### config.mk
export PLATFORM = sky130hd
export DESIGN_NAME = hitword_pairer
export DESIGN_NICKNAME = d
export VERILOG_FILES = /design/src/rtl/hwb_pkg.sv /design/src/rtl/hwb_decide.sv /design/src/rtl/hwb_pend.sv /design/src/rtl/hwb_outreg.sv /design/src/rtl/hitword_pairer.sv
export SDC_FILE = /design/constraint.sdc
export NUM_CORES = 1
export LEC_CHECK = 0
export BUFFER_PORTS_ARGS = -buffer_cell sky130_fd_sc_hd__clkbuf_2
export CORE_ASPECT_RATIO = 0.6
export CORE_MARGIN = 3
export CORE_UTILIZATION = 50
export CTS_CLUSTER_DIAMETER = 150
export DETAILED_ROUTE_END_ITERATION = 10
export PLACE_DENSITY_LB_ADDON = 0.12
export SYNTH_ARGS = -nofsm -noshare
export SYNTH_HDL_FRONTEND = slang
export SYNTH_SLANG_ARGS = --single-unit
### constraint.sdc
create_clock -name clk -period 2.64 [get_ports clk]
set_input_delay 0.132 -clock clk [delete_from_list [all_inputs] [get_ports clk]]
set_output_delay 0.132 -clock clk [all_outputs]
set_load 0.005 [all_outputs]
### src/rtl/hwb_pkg.sv
package hwb_pkg;
  // what the decision logic does with the current beat
  typedef enum logic [1:0] {
    ACT_NONE       = 2'd0,
    ACT_PAIR       = 2'd1,
    ACT_ORPH_LEAD  = 2'd2,
    ACT_ORPH_TRAIL = 2'd3
  } hwb_act_e;
endpackage

### src/rtl/hwb_decide.sv
module hwb_decide
  import hwb_pkg::*;
#(
  parameter int CHAN_W = 7,
  parameter int TIME_W = 11
) (
  input  logic              in_valid,
  input  logic              in_eoc,
  input  logic              in_trail,
  input  logic [CHAN_W-1:0] in_chan,
  input  logic [TIME_W-1:0] in_time,
  input  logic              pend_vld,
  input  logic [CHAN_W-1:0] pend_chan,
  input  logic [TIME_W-1:0] pend_time,
  input  logic              slot_free,
  output logic              in_ready,
  output logic              emit,
  output logic [CHAN_W-1:0] emit_chan,
  output logic [TIME_W-1:0] emit_width,
  output logic [TIME_W-1:0] emit_time,
  output logic              pend_load,
  output logic              pend_clear
);
  localparam logic [TIME_W-1:0] WIDTH_OPEN = '1;
  localparam logic [TIME_W-1:0] WIDTH_NONE = '0;

  hwb_act_e act;
  logic     conflict;
  logic     hold_beat;

  always_comb begin
    conflict  = pend_vld && (in_eoc || !in_trail || (in_chan != pend_chan));
    hold_beat = 1'b0;
    act       = ACT_NONE;
    pend_load  = 1'b0;
    pend_clear = 1'b0;
    if (in_valid) begin
      if (conflict) begin
        act = ACT_ORPH_LEAD;
        if (in_trail && !in_eoc) begin
          // trailing edge elsewhere: flush first, take the beat next cycle
          hold_beat  = 1'b1;
          pend_clear = slot_free;
        end else if (in_eoc) begin
          pend_clear = slot_free;
        end else begin
          pend_load = slot_free;
        end
      end else if (pend_vld) begin
        act        = ACT_PAIR;
        pend_clear = slot_free;
      end else if (!in_eoc) begin
        if (in_trail) act = ACT_ORPH_TRAIL;
        else          pend_load = slot_free;
      end
    end
  end

  always_comb begin
    emit       = slot_free && (act != ACT_NONE);
    in_ready   = slot_free && !hold_beat;
    emit_chan  = pend_chan;
    emit_time  = pend_time;
    emit_width = WIDTH_OPEN;
    case (act)
      ACT_PAIR:       emit_width = in_time - pend_time;
      ACT_ORPH_TRAIL: begin
        emit_chan  = in_chan;
        emit_time  = in_time;
        emit_width = WIDTH_NONE;
      end
      default:        emit_width = WIDTH_OPEN;
    endcase
  end
endmodule

### src/rtl/hwb_pend.sv
module hwb_pend #(
  parameter int CHAN_W = 7,
  parameter int TIME_W = 11
) (
  input  logic              clk,
  input  logic              rst_n,
  input  logic              pend_load,
  input  logic              pend_clear,
  input  logic [CHAN_W-1:0] in_chan,
  input  logic [TIME_W-1:0] in_time,
  output logic              pend_vld,
  output logic [CHAN_W-1:0] pend_chan,
  output logic [TIME_W-1:0] pend_time
);
  logic vld_nxt;

  always_comb begin
    vld_nxt = pend_vld;
    if (pend_clear) vld_nxt = 1'b0;
    if (pend_load)  vld_nxt = 1'b1;
  end

  always_ff @(posedge clk or negedge rst_n) begin
    if (!rst_n) pend_vld <= 1'b0;
    else        pend_vld <= vld_nxt;
  end

  always_ff @(posedge clk or negedge rst_n) begin
    if (!rst_n) begin
      pend_chan <= '0;
      pend_time <= '0;
    end else if (pend_load) begin
      pend_chan <= in_chan;
      pend_time <= in_time;
    end
  end

  // a load and a clear never coincide
  assert_load_xor_clear_R1: assert property (@(posedge clk) disable iff (!rst_n)
    !(pend_load && pend_clear));
endmodule

### src/rtl/hwb_outreg.sv
module hwb_outreg #(
  parameter int CHAN_W = 7,
  parameter int TIME_W = 11,
  parameter int WORD_W = 32
) (
  input  logic              clk,
  input  logic              rst_n,
  input  logic              slot_free,
  input  logic              emit,
  input  logic [CHAN_W-1:0] emit_chan,
  input  logic [TIME_W-1:0] emit_width,
  input  logic [TIME_W-1:0] emit_time,
  input  logic              out_ready,
  output logic              out_valid,
  output logic [WORD_W-1:0] out_word
);
  localparam int PAD_W = WORD_W - CHAN_W - 2*TIME_W;

  logic [WORD_W-1:0] word_nxt;

  always_comb begin
    word_nxt = {{PAD_W{1'b0}}, emit_chan, emit_width, emit_time};
  end

  always_ff @(posedge clk or negedge rst_n) begin
    if (!rst_n)         out_valid <= 1'b0;
    else if (slot_free) out_valid <= emit;
  end

  always_ff @(posedge clk or negedge rst_n) begin
    if (!rst_n)    out_word <= '0;
    else if (emit) out_word <= word_nxt;
  end

  assert_hold_word_R8: assert property (@(posedge clk) disable iff (!rst_n)
    (out_valid && !out_ready) |=> (out_valid && $stable(out_word)));
endmodule

### src/rtl/hitword_pairer.sv
module hitword_pairer #(
  parameter int CHAN_W = 7,
  parameter int TIME_W = 11,
  parameter int WORD_W = 32
) (
  input  logic              clk,
  input  logic              rst_n,
  input  logic              in_valid,
  output logic              in_ready,
  input  logic              in_eoc,
  input  logic              in_trail,
  input  logic [CHAN_W-1:0] in_chan,
  input  logic [TIME_W-1:0] in_time,
  output logic              out_valid,
  input  logic              out_ready,
  output logic [WORD_W-1:0] out_word
);
  localparam int WID_LO = TIME_W;
  localparam int WID_HI = 2*TIME_W - 1;
  localparam int TOP_LO = CHAN_W + 2*TIME_W;

  logic              slot_free;
  logic              pend_vld, pend_load, pend_clear, emit;
  logic [CHAN_W-1:0] pend_chan, emit_chan;
  logic [TIME_W-1:0] pend_time, emit_width, emit_time;

  always_comb slot_free = !out_valid || out_ready;

  hwb_decide #(.CHAN_W(CHAN_W), .TIME_W(TIME_W)) u_decide (
    .in_valid(in_valid), .in_eoc(in_eoc), .in_trail(in_trail),
    .in_chan(in_chan), .in_time(in_time),
    .pend_vld(pend_vld), .pend_chan(pend_chan), .pend_time(pend_time),
    .slot_free(slot_free), .in_ready(in_ready), .emit(emit),
    .emit_chan(emit_chan), .emit_width(emit_width), .emit_time(emit_time),
    .pend_load(pend_load), .pend_clear(pend_clear)
  );

  hwb_pend #(.CHAN_W(CHAN_W), .TIME_W(TIME_W)) u_pend (
    .clk(clk), .rst_n(rst_n), .pend_load(pend_load), .pend_clear(pend_clear),
    .in_chan(in_chan), .in_time(in_time),
    .pend_vld(pend_vld), .pend_chan(pend_chan), .pend_time(pend_time)
  );

  hwb_outreg #(.CHAN_W(CHAN_W), .TIME_W(TIME_W), .WORD_W(WORD_W)) u_out (
    .clk(clk), .rst_n(rst_n), .slot_free(slot_free), .emit(emit),
    .emit_chan(emit_chan), .emit_width(emit_width), .emit_time(emit_time),
    .out_ready(out_ready), .out_valid(out_valid), .out_word(out_word)
  );

  assert_pad_zero_R2: assert property (@(posedge clk) disable iff (!rst_n)
    out_valid |-> (out_word[WORD_W-1:TOP_LO] == '0));

  assert_stall_input_R9: assert property (@(posedge clk) disable iff (!rst_n)
    (out_valid && !out_ready) |-> !in_ready);

  assert_lone_marker_R10: assert property (@(posedge clk) disable iff (!rst_n)
    (in_valid && in_ready && in_eoc && !pend_vld) |=> !out_valid);

  assert_orphan_trail_R5: assert property (@(posedge clk) disable iff (!rst_n)
    (in_valid && in_ready && in_trail && !in_eoc && !pend_vld)
      |=> (out_valid && out_word[WID_HI:WID_LO] == '0));
endmodule

==> qor.csv <==
stage,metric,value,unit
drt,dr.pass1.iters,4,
critical_path,critPathBufInv,1,
cts,tritoncts,built,
timing,finalWorstSetupSlack,435,ps
place,post-place-ws,462,ps
cts,numCtsBuffers,5,
timing,fin_crit,2200,ps
timing,clock.fmax,0.454,GHz
critical_path,worstPathRequired,2860,ps
power,swShare,0.333,
finish,area_delta_synth_final,15.7,%
cts,cts_resized,0,
critical_path,cp_top_family,compound AO/OA/AOI/OAI gates,
logic_synthesis,async_flop_share,1.00,
worst_hold_path,hold_path_class,input port to flop,
cts,clock_latency,300,ps
drt,drc,0,
timing,fin_crit_sh,0.835,
power,pwr-share-clk,0.196,
logic_synthesis,synth_flop_cell,dfrtp_1,
grt,grt_pass1_vias,2010,
finish,diodes,0,
die,die_h,62.4,um
logic_synthesis,synth_cell_types,43,
die,start_util,0.547,
drt,wl_per_cell,14.2,um
cts,cts-root-buf,clkbuf_8,
logic_synthesis,syn_inst,254,
power,pwr_density_cell,758,nW/um^2
logic_synthesis,yosysWarnings,0,
drt,drt_iter0_markers,60,
timing,slew_violations,0,
drt,viasPerCell,5.28,
power,seq_power_share,0.468,
grt,grt_max_degree,50,
cts,clockBufferDepth,2,
power,combPwrFrac,0.336,
place,io_buffers,54,
cts,clock_sinks,49,
finish,fin_util,0.633,
critical_path,cp_cell_sequence,ha_1 -> inv_1 -> fa_1 -> a21o_1 -> a221oi_2 -> o211ai_1 -> a211o_1 -> o221ai_1,
die,row_count,19,
critical_path,slowest_delay,400,ps
status,status,completed,
cts,cts_hold_buf,1,
die,die_w,100,um
grt,antenna_found_initial,0,
die,core_area,4850,um^2
timing,finalHoldViolations,0,
finish,fin_nets,344,
cts,h-tree-depth,2,
timing,tns,0,ps
place,place_congestion,0.839,
finish,drive_gt1_frac,0.282,
critical_path,path_max_fanout,3,
cts,cts_setup_buffers,0,
power,power,2.33,mW
die,dieArea,6250,um^2
run,drv_cap,0,
critical_path,arrival,2420,ps
logic_synthesis,synth_edf_count,0,
timing,setup_viol,0,
place,hpwl,3970,um
drt,wl,5280,um
logic_synthesis,ys_seq_elements,49,
critical_path,cp-end-kind,flop,
logic_synthesis,syn_area,2660,um^2
critical_path,start_kind,flop,
timing,maxSlewHeadroom,0.394,
power,worst_ir_drop_vdd,0.434,mV
finish,nFillCells,429,
critical_path,slowest_stage,fa_1,
power,netSwitchingPower,774,uW
grt,grt_pass1_wl,9430,um
cts,clkTransAtPathRegs,90,ps
drt,via_count,1966,
logic_synthesis,syn_area_per_cell,10.5,um^2
timing,rsz0062_at_grt,false,
drt,drtAntennaViolNets,0,
power,power.internal,1.55,mW
logic_synthesis,seq_area_frac_synth,0.462,
critical_path,crit_type,flop to flop,
timing,clock-skew-final,5.42,ps
die,pin_count,58,
grt,grt_overflow,0,
timing,tightest_slew,909,ps
power,leakage,1.45,nW
grt,grt_usage,0.185,
## synthesized netlist by cell type (3+ instances only)
cell type | n | share of area
dfrtp_1 | 49 | 0.46
nand2_1 | 30 | 0.042
o21ai_0 | 23 | 0.043
mux2i_1 | 18 | 0.068
mux2_2 | 15 | 0.064
inv_1 | 13 | 0.018
nor2_1 | 13 | 0.018
ha_1 | 10 | 0.047
xor2_1 | 10 | 0.033
o22a_1 | 8 | 0.026
a21oi_1 | 7 | 0.013
clkbuf_1 | 5 | 0.0071
nor3_1 | 5 | 0.0094
buf_4 | 4 | 0.011
nand2b_1 | 4 | 0.0094
buf_2 | 3 | 0.0057
o211ai_1 | 3 | 0.0085
xnor2_1 | 3 | 0.0099
## per-stage QoR
stage          instances  hold slack [ps]  cell area, um^2
2_1_floorplan        256             -164             2660
3_3_place_gp         364              281             2970
3_5_place_dp         364              274             2970
4_1_cts              372             80.8             3070
5_1_grt              372             90.7             3070
6_report             372             89.3             3070
## per-layer routing
layer | track usage | routed length (um) | vias up
li1 | - | - | 990
met1 | 0.272 | 2700 | 925
met2 | 0.277 | 2240 | 45
met3 | 0.0524 | 315 | 6
met4 | 0.0319 | 29 | 0
met5 | 0 | 0 | -
## layout make-up
class | count | area (um^2) | area share
Multi-Input combinational cell | 180 | 1310 | 0.428
Sequential cell | 49 | 1230 | 0.399
Timing Repair Buffer | 59 | 310 | 0.101
Clock buffer | 6 | 82.6 | 0.0269
Tap cell | 63 | 78.8 | 0.0257
Inverter | 14 | 52.6 | 0.0171
Clock inverter | 1 | 7.51 | 0.00244
## flip-flops by register name (all words and copies together) (netlist names)
register	cells
u_out.out_valid	1
u_pend.pend_vld	1
u_pend.pend_chan	7
u_out.out_word	29
u_pend.pend_time	11
## logic make-up (layout without fill, tap and decap cells)
logic type                 count (synthesis)  in the layout  share of synthesized area
adders and majority gates                 11             11                     0.0547
AOI/OAI and AO/OA                         54             54                      0.137
other                                      1              3                    0.00141
buffers and inverters                     27             80                     0.0481
muxes                                     35             35                      0.140
DFF                                       49             49                      0.462
and+or+nand+nor                           64             64                      0.115
xor gates and xnor gates                  13             13                     0.0429
## path summary, 6_finish.rpt
check                                    start                  end  slack (ps)  cells past startpoint
max in group asynchronous                rst_n    u_out.out_word[7]        1740                      3
min reg2reg                 u_out.out_word[24]   u_out.out_word[24]         490                      2
min                                 in_chan[5]  u_pend.pend_chan[5]          90                      2
max reg2reg                u_pend.pend_time[0]   u_out.out_word[21]         440                      8
min in group asynchronous                rst_n    u_out.out_word[2]         470                      3
max                        u_pend.pend_time[0]   u_out.out_word[21]         440                      8
## placed cells by master (no fill, tap or decap), drive strengths merged, types with 6 or more instances in the layout
cell type  instances
clkbuf            60
dfrtp             49
nand2             30
o21ai             23
mux2i             18
mux2              17
inv               14
nor2              13
xor2              10
ha                10
o22a               8
a21oi              7
nor3               6
## power groups by stage
stage	registers, mW	clock network (mW)	logic (mW)
floorplan	1.10	0	0.491
global placement	1.10	0	0.776
detailed placement	1.11	0	0.787
CTS	1.09	0.471	0.794
global route	1.12	0.498	0.899
finish	1.09	0.457	0.782
(Power assumes the default switching activity.)
